--- src/rtl/jsm_pkg.sv ---
package jsm_pkg;
  localparam int unsigned LANE_W = 16;

  typedef struct packed {
    logic [LANE_W-1:0] mode_bits;
    logic [LANE_W-1:0] data_bits;
  } jsm_word_t;
endpackage

--- src/rtl/jsm_fifo.sv ---
module jsm_fifo #(
  parameter int unsigned WIDTH = 32,
  parameter int unsigned DEPTH = 8
) (
  input  logic             clk,
  input  logic             rst_n,
  input  logic             push,
  input  logic [WIDTH-1:0] push_data,
  input  logic             pop,
  output logic [WIDTH-1:0] head,
  output logic             full,
  output logic             empty
);
  localparam int unsigned AW = (DEPTH > 1) ? $clog2(DEPTH) : 1;
  localparam logic [AW:0] FILL_MAX = (AW+1)'(DEPTH);
  localparam logic [AW-1:0] LAST_IDX = AW'(DEPTH - 1);

  logic [WIDTH-1:0] store [DEPTH];
  logic [AW-1:0]    wr_ptr_q, wr_ptr_d;
  logic [AW-1:0]    rd_ptr_q, rd_ptr_d;
  logic [AW:0]      fill_q, fill_d;
  logic             push_ok, pop_ok;

  assign full    = (fill_q == FILL_MAX);
  assign empty   = (fill_q == '0);
  assign push_ok = push && !full;
  assign pop_ok  = pop && !empty;
  assign head    = store[rd_ptr_q];

  function automatic logic [AW-1:0] bump(input logic [AW-1:0] p);
    return (p == LAST_IDX) ? '0 : p + 1'b1;
  endfunction

  always_comb begin
    wr_ptr_d = push_ok ? bump(wr_ptr_q) : wr_ptr_q;
    rd_ptr_d = pop_ok  ? bump(rd_ptr_q) : rd_ptr_q;
    unique case ({push_ok, pop_ok})
      2'b10:   fill_d = fill_q + 1'b1;
      2'b01:   fill_d = fill_q - 1'b1;
      default: fill_d = fill_q;
    endcase
  end

  always_ff @(posedge clk or negedge rst_n) begin
    if (!rst_n) begin
      wr_ptr_q <= '0;
      rd_ptr_q <= '0;
      fill_q   <= '0;
    end else begin
      wr_ptr_q <= wr_ptr_d;
      rd_ptr_q <= rd_ptr_d;
      fill_q   <= fill_d;
    end
  end

  always_ff @(posedge clk) begin
    if (push_ok) begin
      store[wr_ptr_q] <= push_data;
    end
  end
endmodule

--- src/rtl/jsm_tck_div.sv ---
module jsm_tck_div #(
  parameter int unsigned DIV_W = 8
) (
  input  logic             clk,
  input  logic             rst_n,
  input  logic             run,
  input  logic             restart,
  input  logic [DIV_W-1:0] div_val,
  output logic             tick
);
  logic [DIV_W-1:0] cnt_q, cnt_d;

  assign tick = run && (cnt_q == div_val);

  always_comb begin
    if (restart || !run || tick) begin
      cnt_d = '0;
    end else begin
      cnt_d = cnt_q + 1'b1;
    end
  end

  always_ff @(posedge clk or negedge rst_n) begin
    if (!rst_n) begin
      cnt_q <= '0;
    end else begin
      cnt_q <= cnt_d;
    end
  end
endmodule

--- src/rtl/jsm_shift_engine.sv ---
module jsm_shift_engine
  import jsm_pkg::*;
#(
  parameter int unsigned DIV_W = 8
) (
  input  logic              clk,
  input  logic              rst_n,
  input  logic              start,
  input  logic [DIV_W-1:0]  div_val,
  input  logic              tx_empty,
  input  jsm_word_t         tx_head,
  output logic              tx_pop,
  output logic              rx_push,
  output logic [LANE_W-1:0] rx_word,
  input  logic              tdo,
  output logic              tck,
  output logic              tms,
  output logic              tdi,
  output logic              busy
);
  localparam int unsigned BW = $clog2(LANE_W);
  localparam logic [BW-1:0] LAST_BIT = BW'(LANE_W - 1);

  logic              busy_q, busy_d;
  logic              tck_q, tck_d;
  logic [BW-1:0]     bit_q, bit_d;
  logic [LANE_W-1:0] mode_sh_q, mode_sh_d;
  logic [LANE_W-1:0] data_sh_q, data_sh_d;
  logic [LANE_W-1:0] cap_q, cap_d;
  logic              tick, launch;

  jsm_tck_div #(.DIV_W(DIV_W)) u_div (
    .clk     (clk),
    .rst_n   (rst_n),
    .run     (busy_q),
    .restart (launch),
    .div_val (div_val),
    .tick    (tick)
  );

  assign launch  = start && !busy_q && !tx_empty;
  assign tck     = tck_q;
  assign tms     = mode_sh_q[0];
  assign tdi     = data_sh_q[0];
  assign busy    = busy_q;
  assign rx_word = cap_q;

  always_comb begin
    busy_d    = busy_q;
    tck_d     = tck_q;
    bit_d     = bit_q;
    mode_sh_d = mode_sh_q;
    data_sh_d = data_sh_q;
    cap_d     = cap_q;
    tx_pop    = 1'b0;
    rx_push   = 1'b0;
    if (launch) begin
      busy_d    = 1'b1;
      tck_d     = 1'b0;
      bit_d     = '0;
      mode_sh_d = tx_head.mode_bits;
      data_sh_d = tx_head.data_bits;
      tx_pop    = 1'b1;
    end else if (busy_q && tick) begin
      if (!tck_q) begin
        tck_d        = 1'b1;
        cap_d[bit_q] = tdo;
      end else begin
        tck_d = 1'b0;
        if (bit_q == LAST_BIT) begin
          rx_push = 1'b1;
          if (!tx_empty) begin
            bit_d     = '0;
            mode_sh_d = tx_head.mode_bits;
            data_sh_d = tx_head.data_bits;
            tx_pop    = 1'b1;
          end else begin
            busy_d = 1'b0;
          end
        end else begin
          bit_d     = bit_q + 1'b1;
          mode_sh_d = {1'b0, mode_sh_q[LANE_W-1:1]};
          data_sh_d = {1'b0, data_sh_q[LANE_W-1:1]};
        end
      end
    end
  end

  always_ff @(posedge clk or negedge rst_n) begin
    if (!rst_n) begin
      busy_q    <= 1'b0;
      tck_q     <= 1'b0;
      bit_q     <= '0;
      mode_sh_q <= '0;
      data_sh_q <= '0;
      cap_q     <= '0;
    end else begin
      busy_q    <= busy_d;
      tck_q     <= tck_d;
      bit_q     <= bit_d;
      mode_sh_q <= mode_sh_d;
      data_sh_q <= data_sh_d;
      cap_q     <= cap_d;
    end
  end
endmodule

--- src/rtl/jtag_shift_master.sv ---
module jtag_shift_master
  import jsm_pkg::*;
#(
  parameter int unsigned DEPTH = 8,
  parameter int unsigned DIV_W = 8
) (
  input  logic              clk,
  input  logic              rst_n,
  input  logic              tx_wr_en,
  input  logic [2*LANE_W-1:0] tx_wr_data,
  input  logic              rx_rd_en,
  output logic [LANE_W-1:0] rx_rd_data,
  input  logic              start,
  input  logic [DIV_W-1:0]  div_val,
  output logic              tck,
  output logic              tms,
  output logic              tdi,
  input  logic              tdo,
  output logic              tx_full,
  output logic              tx_empty,
  output logic              rx_full,
  output logic              rx_empty,
  output logic              busy
);
  localparam int unsigned TXW = $bits(jsm_word_t);

  logic [TXW-1:0]    tx_head_raw;
  jsm_word_t         tx_head;
  logic              tx_pop;
  logic              rx_push;
  logic [LANE_W-1:0] rx_word;

  assign tx_head = jsm_word_t'(tx_head_raw);

  jsm_fifo #(.WIDTH(TXW), .DEPTH(DEPTH)) u_tx_q (
    .clk       (clk),
    .rst_n     (rst_n),
    .push      (tx_wr_en),
    .push_data (tx_wr_data),
    .pop       (tx_pop),
    .head      (tx_head_raw),
    .full      (tx_full),
    .empty     (tx_empty)
  );

  jsm_fifo #(.WIDTH(LANE_W), .DEPTH(DEPTH)) u_rx_q (
    .clk       (clk),
    .rst_n     (rst_n),
    .push      (rx_push),
    .push_data (rx_word),
    .pop       (rx_rd_en),
    .head      (rx_rd_data),
    .full      (rx_full),
    .empty     (rx_empty)
  );

  jsm_shift_engine #(.DIV_W(DIV_W)) u_eng (
    .clk      (clk),
    .rst_n    (rst_n),
    .start    (start),
    .div_val  (div_val),
    .tx_empty (tx_empty),
    .tx_head  (tx_head),
    .tx_pop   (tx_pop),
    .rx_push  (rx_push),
    .rx_word  (rx_word),
    .tdo      (tdo),
    .tck      (tck),
    .tms      (tms),
    .tdi      (tdi),
    .busy     (busy)
  );
endmodule

--- config.mk ---
export PLATFORM = sky130hd
export DESIGN_NAME = jtag_shift_master
export DESIGN_NICKNAME = d
export VERILOG_FILES = /design/src/rtl/jsm_pkg.sv /design/src/rtl/jsm_fifo.sv /design/src/rtl/jsm_tck_div.sv /design/src/rtl/jsm_shift_engine.sv /design/src/rtl/jtag_shift_master.sv
export SDC_FILE = /design/constraint.sdc
export NUM_CORES = 1
export LEC_CHECK = 0
export ABC_AREA = 1
export CAP_MARGIN = 25
export CORE_ASPECT_RATIO = 1.5
export CORE_MARGIN = 5
export CORE_UTILIZATION = 45
export DETAILED_ROUTE_END_ITERATION = 16
export DONT_BUFFER_PORTS = 1
export PLACE_DENSITY = 0.57
export REMOVE_ABC_BUFFERS = 1
export SETUP_SLACK_MARGIN = 0.15
export SLEW_MARGIN = 20
export SYNTH_ARGS = -nofsm -noshare
export SYNTH_HDL_FRONTEND = slang
export SYNTH_SLANG_ARGS = --single-unit
--- constraint.sdc ---
create_clock -name clk -period 3.3 [get_ports clk]
set_input_delay 0.33 -clock clk [delete_from_list [all_inputs] [get_ports clk]]
set_output_delay 0.33 -clock clk [all_outputs]
set_load 0.01 [all_outputs]
* Yosys cells after proc, flatten, opt, wreduce, memory -nomap -nowiden
Memories as Yosys holds them, arrays and structs flattened.
Index checks and enable logic that the tools add are counted.
** Word-level totals
- Register bits after elaboration :: 82
- Latch bits :: 0
- RAM bits :: 384
- ROM bits :: 0
- Input port bits :: 46
- Output and inout port bits :: 24
- Logic and storage cells :: 115
- Memories kept :: 2
** Cells by class
- Add/sub/neg operators :: 10
- Multiply operators :: 0
- Div/mod/pow operators :: 0
- Order comparisons :: 2
- Eq/ne operators :: 13
- Shift operators :: 0
- Muxes and demuxes :: 46
- Bitwise gates (word level) :: 2
- Reductions and logical operators :: 27
** Memory list
- u_tx_q.store :: depth 8, width 32, read ports 1, clocked after Yosys merged registers in 0, wr ports 1, line jsm_fifo.sv:18 : logic [WIDTH-1:0] store [DEPTH];
- u_rx_q.store :: depth 8, width 16, read ports 1, clocked after Yosys merged registers in 0, wr ports 1, line jsm_fifo.sv:18
** Operators by type and width (count)
- $mux 16 :: 10
- $mux 1 :: 22
- $mux 4 :: 5
- $bwmux 16 :: 1
- $pmux 4 s2 :: 2
- $add 3x1->3 const B :: 4
- $add 4x1->4 const B :: 3
- $eq 3x3->1 const B :: 4
- $eq 4x4->1 const B :: 3
- $mux 3 :: 4
- $reduce_bool 2->1 :: 6
- $logic_and 1x1->1 :: 9
- $add 8x1->8 const B :: 1
- $eq 8x8->1 :: 1
- $logic_not 4->1 :: 2
- $mux 8 :: 1
- $sub 4x1->4 const B :: 2
- $reduce_and 3->1 :: 2
- $logic_not 1->1 :: 5
- $lt 4x5->1 const B :: 1
- $demux 1 s4 :: 1
- $eq 2x1->1 const B :: 2
- $eq 2x2->1 const B :: 2
- $ge 4x1->1 const B :: 1
- other kinds (4) :: 6

* Longest topological paths before layout
Gate-level depths: netlist of run 1.
- Depth after elaboration :: 9
- Gate-level depth with buffers :: 17
- Gate-level depth less buffers :: 17

* By module
From an unflattened synthesis of run 1, not the netlist that was laid out.
** Second synthesis, totals
- Cell total of the unflattened synthesis :: 2289
- Area total of the unflattened synthesis :: 21074.0 um^2
** By module, submodules not included
- jsm_fifo at u_tx_q :: times used 1, cells each 1195, area an instance 11666.2 um^2, seq. area each 7937.6 um^2
- jsm_fifo at u_rx_q :: times used 1, cells each 642, area an instance 6134.6 um^2, seq. area each 4093.9 um^2
- jsm_shift_engine :: times used 1, cells each 373, area an instance 2726.4 um^2, seq. area each 1351.3 um^2
- jsm_tck_div :: times used 1, cells each 79, area an instance 546.8 um^2, seq. area each 200.2 um^2

* Worst setup path before layout of run 1
No wires, ideal clock.
- Kind :: reg-to-reg
- Start point :: register u_tx_q.fill_q[3]
- End point :: memory u_tx_q.store[0][0], enable pin
- Setup time :: 421 ps
- Arrival time :: 2509 ps
- Required time :: 2879 ps
- Path slack :: 370 ps
- Cell stages (with the launch flop) :: 7
- Buffers on the path :: 0
- Period minus slack after synthesis :: 2930 ps
- Path through :: dfrtp_1 > inv_1 > nor4_1 > nor2_1 > inv_1 > or2_2 > nor2_1
** Between the ends
- Longest elaborated chain between the ends :: 5
** RTL lines
- start, declared :: line jsm_fifo.sv:21 : logic [AW:0] fill_q, fill_d;
- start signal, assigned :: line jsm_fifo.sv:52 : fill_q <= fill_d;
- $eq 4x4->1 :: line jsm_fifo.sv:24 : assign full = (fill_q == FILL_MAX);
- net tx_full :: line jtag_shift_master.sv:19 : output logic tx_full,
- $logic_not 1->1 :: line jsm_fifo.sv:26 : assign push_ok = push && !full;
- $logic_and 1x1->1 :: line jsm_fifo.sv:26
- $mux 1 :: line jsm_fifo.sv:57 : if (push_ok) begin
- $mux 1 (implied by the code) :: line jsm_fifo.sv:58 : store[wr_ptr_q] <= push_data;
- end, declared :: line jsm_fifo.sv:18
The timed path passes the listed nets, and every way through them passes these cells.

* Worst setup path in the final report of run 1
- Start point :: register u_rx_q.rd_ptr_q[0]
- End point :: output port rx_rd_data[9]
** Between the ends
- Longest elaborated chain between the ends :: 1
** RTL lines
- start, declared :: line jsm_fifo.sv:20 : logic [AW-1:0] rd_ptr_q, rd_ptr_d;
- start signal, assigned :: line jsm_fifo.sv:51 : rd_ptr_q <= rd_ptr_d;
- $mem_v2 8x16
- end, declared :: line jtag_shift_master.sv:12 : output logic [LANE_W-1:0] rx_rd_data,
Every way passes these cells.

==> impl_metrics.py, run 1 <==
metrics = {
    "global_route": {
        "antenna_found_initial": 3,
        "grt_first_pass_wirelength_um": 73000,
        "grt_pass1_vias": 13297,
        "grt_max_degree": 136,
        "grt_use_total_pct": 18.9,
        "gr-total-overflow": 0,
    },
    "synthesis": {
        "syn_area_per_cell_um2": 10.4,
        "yosysWarnings": 0,
        "synth-compound-area-share_pct": 3.25,
        "synth_edf_count": 384,
        "synth-main-ff-cell": "edfxtp_1",
        "synth_mux_area_share_pct": 0,
        "ys_seq_area_share_pct": 68.1,
        "synth_top_area_share_pct": 57.8,
        "syn_area_um2": 19900,
        "ys_top_cells_by_area": "edfxtp_1 (58%), nand2_1 (14%), dfrtp_1 (10%)",
        "synth_cell_types": 34,
        "ys_seq_elements": 466,
        "synth.most_common_cell": "nand2_1",
        "synth_xor_area_share_pct": 0.395,
        "synthSimpleGateAreaFrac_pct": 23.2,
        "synth_fa_ha_area_share_pct": 1.39,
        "async_flop_share_pct": 17.6,
        "synthCells": 1911,
        "yosysTopAreaCell": "edfxtp_1",
        "synth_top_family_by_area": "simple AND/OR/NAND/NOR gates",
        "synthTopCellsByCount": "nand2_1 (737), edfxtp_1 (384), nor2_1 (171), nand3_1 (128), dfrtp_1 (82)",
    },
    "die": {
        "pin_count": 70,
        "die_area_um2": 48700,
        "start_util_pct": 45.4,
        "fp-row-count": 94,
        "core_area_um2": 43900,
        "die_h_um": 268,
        "die_w_um": 182,
    },
    "layout": {
        "nets": 2003,
        "drive_gt1_share_pct": 7.91,
        "synthToLayoutAreaGrowth_pct": 13.3,
        "fin_area_um2": 22600,
        "instances_no_fill": 2548,
        "fillers": 3825,
    },
    "timing": {
        "tightest_slew_ns": 0.865,
        "hold_viol_final": 0,
        "tns_ns": 0,
        "rsz0062_at_grt": "false",
        "fin_ws_ns": 0.642,
        "finalSetupViolCount": 0,
        "fin_skew_ns": 0.0208,
        "relSlewSlack_pct": 42.0,
        "holdWs_ns": 0.0758,
        "period_share_pct": 80.6,
        "drv_slew": 0,
        "max_freq_mhz": 376,
        "period_needed_ns": 2.66,
    },
    "worst_setup_path": {
        "cp_cell_sequence": "buf_4, o21ai_0, o22ai_1, nor2_1, a31oi_1, buf_4",
        "worstPathMaxFanout": 65,
        "cp_common_cell": "buf_4",
        "worstPathRequired_ns": 2.97,
        "critical_path.max_stage_delay_ns": 0.53,
        "crit_path_end_kind": "output port",
        "path_buf_inv": 2,
        "critical_path.top_delay_family": "buffers and inverters",
        "start_kind": "flip-flop",
        "path_class": "reg -> out",
        "worstPathArrival_ns": 2.33,
        "cp_slowest_cell": "buf_4",
    },
    "clock_tree": {
        "clock_latency_ns": 0.56,
        "clk_pin_slew_ns": 0.07,
        "cts_buffers": 43,
        "cts_resized": 0,
        "cts_tree": "yes",
        "cts.sinks": 466,
        "htreeDepth": 2,
        "postCtsSetupBuffers": 0,
        "clock_path_buffers": 3,
        "cts_hold_buf": 35,
        "cts-root-buf": "clkbuf_16",
    },
    "route": {
        "drt-vias-per-instance": 5.25,
        "avgRoutedWirePerCell_um": 18.1,
        "vias": 13372,
        "antenna_left": 0,
        "drtPass1Iterations": 5,
        "drt_wl_total_um": 46200,
        "drt-initial-drc-count": 831,
        "drc": 0,
    },
    "min_path": {
        "min_path_type": "in -> reg",
    },
    "power": {
        "peakVddDrop_uv": 617,
        "p_leak_uw": 0.00903,
        "pwr_density_cell_nw_per_um2": 674,
    },
    "placement": {
        "placement.io_buffers": 0,
        "place_area_um2": 20700,
        "pre_cts_slack_ns": 0.681,
        "place_inst": 2432,
        "routabilityCongestion": 0.805,
        "place_hpwl_um": 25500,
    },
    "status": {
        "status": "finished, final reports clean",
    },
    "job": {
        "maxCapViolCount": 0,
    },
}
==> tightest hold or removal path, delay by kind of cell <==
kind | cells | cell delay, ns
AOI/OAI and AO/OA | 1 | 0.07
and+or+nand+nor | 2 | 0.15
buffers and inverters | 1 | 0.04
==> through the flow <==
step                      total power (µW)  utilization [%]
after global placement               10000             47.2
after detailed placement             10100             47.2
after floorplan                       9080                -
after global routing                 16000             51.5
after CTS                            15400             51.5
final                                15200             51.5
==> path summary, 6_finish.rpt <==
kind	startpoint	endpoint	slack [ns]	depth (start not counted)
min in group asynchronous	rst_n	u_eng.u_div.cnt_q[1]$_DFF_PN0_	0.35	2
max in group asynchronous	rst_n	u_eng.rx_word[6]$_DFFE_PN0P_	2.57	2
min reg2reg	u_eng.mode_sh_q[5]$_DFFE_PN0P_	u_eng.mode_sh_q[5]$_DFFE_PN0P_	0.48	2
max	u_rx_q.rd_ptr_q[0]$_DFFE_PN0P_	rx_rd_data[9]	0.64	6
max reg2reg	u_eng.bit_q[0]$_DFFE_PN0P_	u_tx_q.fill_q[3]$_DFFE_PN0P_	0.66	16
min	tx_wr_en	u_tx_q.wr_ptr_q[2]$_DFFE_PN0P_	0.08	4
==> layer usage <==
layer / vias up / track usage, % / part of all wire (%)
met5: - / 0 / 0.017
met4: 2 / 5.97 / 2.7
met3: 93 / 2.82 / 4.1
met2: 264 / 36.4 / 54
met1: 6508 / 21.5 / 39
li1: 6505 / - / -
==> cell families (layout without fill, tap and decap cells) <==
group | Yosys count | in the layout
simple gates | 1126 | 1126
flops | 466 | 466
buf+inv | 170 | 230
compound gates | 119 | 119
fa+ha+maj | 21 | 21
xor+xnor | 9 | 9
other cells | 0 | 1
==> flip-flops by register name, summed over array words and instances (netlist names) <==
| name | flops |
|---|---|
| u_eng.busy | 1 |
| u_eng.tck | 1 |
| u_eng.bit_q | 4 |
| u_rx_q.wr_ptr_q | 3 |
| u_rx_q.store | 128 |
| u_eng.rx_word | 16 |
| u_tx_q.store | 256 |
| u_rx_q.rd_ptr_q | 3 |
| u_tx_q.fill_q | 4 |
| u_tx_q.wr_ptr_q | 3 |
| u_eng.mode_sh_q | 16 |
| u_rx_q.fill_q | 4 |
| u_eng.data_sh_q | 16 |
| u_eng.u_div.cnt_q | 8 |
| u_tx_q.rd_ptr_q | 3 |
==> where the power goes <==
group	total, µW	internal (µW)	switching [µW]
logic	2830	838	1990
clock network	5200	3020	2180
registers	7190	6960	236
==> layout make-up <==
cell class / count / area [µm²] / share of cell area, %
flip-flops and latches: 466 / 13600 / 60.2
multi-input cells: 1275 / 5730 / 25.4
clock buffers: 55 / 1250 / 5.52
repair buffers: 79 / 761 / 3.37
diodes: 1 / 2.50 / 0.0111
clock inverters: 25 / 260 / 1.15
well taps: 576 / 721 / 3.19
inverters: 71 / 268 / 1.19
==> cells in the final DEF, fill, tap and decap left out, types with 3 or more instances in the layout <==
cell type      Yosys  routed
a21oi_1            6       6
a31oi_1           16      16
buf_12             0       5
buf_4              4      39
bufinv_16          0       4
clkbuf_1          57       5
clkbuf_16          0      48
clkinv_1           2       6
clkinv_2           0       7
clkinvlp_4         0       7
dfrtp_1           82      79
dlygate4sd3_1      0      34
edfxtp_1         384     384
ha_1              19      19
inv_1             61      61
inv_2              8       7
nand2_1          737     737
nand2_2            5       5
nand3_1          128     128
nand4_1           57      57
nor2_1           171     163
nor2_4             2      10
nor3_1            15       7
nor3_2             0       8
nor3b_1            3       3
o211ai_1           4       4
o21ai_0           76      76
o22ai_1           16      16
xnor2_1            3       3
xor2_1             6       6
Power figures use the tool's default switching activity.
==> inputs of run 2 (changes only) <==
Settings changed: PLACE_DENSITY 0.57 to 0.59.
Clock period 3.3 ns to 2.25 ns, I/O delays scaled along.
==> run 2 against run 1 <==
  * The run now ends with negative setup slack left
  * Cell area rose by 9.1%
  * Worst setup slack lost 0.69 ns
  * Clock power rose by 49%
  * Clock skew is 0.0056 ns lower
  * Total power rose by 64%
  * Global-route usage increased by 0.63 points
  * Die area is the same
  * Register-to-register slack worse by 0.71 ns
  * Critical path type is now reg -> reg
==> impl_metrics.py, run 2 (synthesis gave the netlist of run 1 again) <==
metrics = {
    "status": {
        "status": "finished with violations",
        "violations": "negative setup slack",
    },
    "layout": {
        "final_common_cell": "nand2_1",
        "mostFrequentLayoutCells": "nand2_1 (720), edfxtp_1 (384), nor2_1 (140), nand3_1 (126), buf_4 (91)",
        "top_register": "u_tx_q.store",
        "multiInputGateArea_um2": 6290,
        "drive_gt1_share_pct": 17.8,
        "nets": 2118,
        "synthToLayoutAreaGrowth_pct": 23.6,
        "largest_register_ffs": 256,
        "regArea_um2": 13600,
        "top_regs": "u_tx_q.store x256, u_rx_q.store x128",
        "post-route-util_pct": 56.2,
        "fillers": 3605,
    },
    "die": {
        "start_util_pct": 45.4,
        "die_h_um": 268,
        "core_area_um2": 43900,
        "die_area_um2": 48700,
        "fp-row-count": 94,
        "pin_count": 70,
        "die_w_um": 182,
    },
    "placement": {
        "pre_cts_slack_ns": -0.157,
        "routabilityCongestion": 0.825,
        "place_hpwl_um": 27900,
        "placement.io_buffers": 0,
    },
    "min_path": {
        "min_path_type": "in -> reg",
    },
    "worst_setup_path": {
        "start_kind": "flip-flop",
        "worstPathArrival_ns": 2.74,
        "worstPathRequired_ns": 2.69,
        "crit_path_end_kind": "flip-flop",
        "rrSetupSlack_ns": -0.05,
        "path_class": "reg -> reg",
        "worstPathMaxFanout": 3,
    },
    "power": {
        "seqPwrFrac_pct": 42.3,
        "switching_power_uw": 7450,
        "p_comb_share_pct": 26.7,
        "switching_share_pct": 29.8,
        "peakVddDrop_uv": 662,
        "pwr_density_cell_nw_per_um2": 1010,
        "clock_power_share_pct": 31.0,
        "p_leak_uw": 0.00989,
        "power.internal_uw": 17600,
    },
    "route": {
        "vias": 14049,
        "avgRoutedWirePerCell_um": 18.7,
        "drt-initial-drc-count": 1045,
        "drc": 0,
        "drt_wl_total_um": 49900,
        "drt-vias-per-instance": 5.27,
        "antenna_left": 0,
        "drtPass1Iterations": 5,
    },
    "global_route": {
        "grt_max_degree": 83,
        "grt_use_total_pct": 19.6,
        "grt_first_pass_wirelength_um": 75900,
        "grt_pass1_vias": 13883,
        "antenna_found_initial": 3,
        "gr-total-overflow": 0,
    },
    "timing": {
        "period_needed_ns": 2.30,
        "hold_viol_final": 0,
        "fin_skew_ns": 0.0152,
        "period_share_pct": 102,
        "relSlewSlack_pct": 53.1,
        "finalSetupViolCount": 7,
        "rsz0062_at_grt": "true",
        "tightest_slew_ns": 0.702,
        "max_freq_mhz": 435,
        "fin_ws_ns": -0.0506,
        "drv_slew": 0,
    },
    "job": {
        "maxCapViolCount": 0,
    },
    "clock_tree": {
        "cts-root-buf": "clkbuf_16",
        "clk_pin_slew_ns": 0.07,
        "htreeDepth": 2,
        "cts_buffers": 44,
        "clock_latency_ns": 0.57,
        "clock_path_buffers": 3,
        "cts.sinks": 466,
        "cts_tree": "yes",
    },
}
run 2: path summary, 6_finish.rpt:
| check | cells past startpoint | to | startpoint |
|---|---|---|---|
| setup / recovery | 17 | u_tx_q.fill_q[3]$_DFFE_PN0P_ | u_eng.u_div.cnt_q[3]$_DFF_PN0_ |
| hold / removal | 4 | u_rx_q.rd_ptr_q[2]$_DFFE_PN0P_ | rx_rd_en |
| setup reg to reg | 17 | u_tx_q.fill_q[3]$_DFFE_PN0P_ | u_eng.u_div.cnt_q[3]$_DFF_PN0_ |
| hold reg to reg | 2 | u_eng.mode_sh_q[3]$_DFFE_PN0P_ | u_eng.mode_sh_q[3]$_DFFE_PN0P_ |
| max in group asynchronous | 2 | u_eng.data_sh_q[0]$_DFFE_PN0P_ | rst_n |
| min in group asynchronous | 2 | u_eng.u_div.cnt_q[5]$_DFF_PN0_ | rst_n |
run 2: worst max-delay path, stage by stage (launching register included):
cell	delay, ns
dfrtp_1	0.38
inv_2	0.05
nand2_2	0.10
nand2_2	0.09
nor2_4	0.11
nand2_2	0.07
nor3_4	0.20
nand2_2	0.08
nand2_2	0.09
ha_4	0.16
ha_4	0.20
nand2_2	0.07
nand2_2	0.05
a21oi_2	0.14
nor2_1	0.06
nor2_1	0.10
nand2_1	0.07
xor2_1	0.14
run 2: metal layers:
layer  routed length (µm)  up-vias  GRT usage, %
met2                27800      333          37.8
met4                 1590        2          6.21
li1                     -     6768             -
met3                 1930       99          2.60
met5                   11        -             0
met1                18500     6847          22.3
run 2: final cells by class:
class,instances,share of cell area [%]
diodes,1,0.0102
clock buffers,58,4.76
clock inverters,24,1.36
inverters,71,1.13
multi-input cells,1276,25.5
flip-flops and latches,466,55.2
well taps,576,2.92
repair buffers,192,9.15
run 2: repair_timing:
action	in CTS	in global routing
hold buffers	36	0
setup endpoints to repair	22	314
pin swaps	64	73
resized for setup	116	111
setup buffers	20	21
hold endpoints to repair	355	0
cloned	6	4
run 2: through the flow:
stage                     setup TNS, ns  instances  power, µW  hold slack (ns)  cell area, µm²
final                            -0.184       2664      25000            0.127           24600
after global routing              -1.90       2664      26200            0.143           24600
after CTS                       -0.0474       2638      24300            0.105           24000
after detailed placement         -0.315       2494      15300          -0.0667           21500
after global placement          -0.0619       2494      15200          -0.0668           21500
after floorplan                 -315.78       1812      13300          -0.0706           19500
run 2: power groups by stage:
stage | Sequential [µW] | Combinational, µW | Clock [µW]
6_report | 10600 | 6680 | 7740
5_1_grt | 10600 | 7240 | 8290
4_1_cts | 10500 | 5850 | 7910
3_5_place_dp | 10700 | 4600 | 0
3_3_place_gp | 10600 | 4510 | 0
2_1_floorplan | 10800 | 2470 | 0
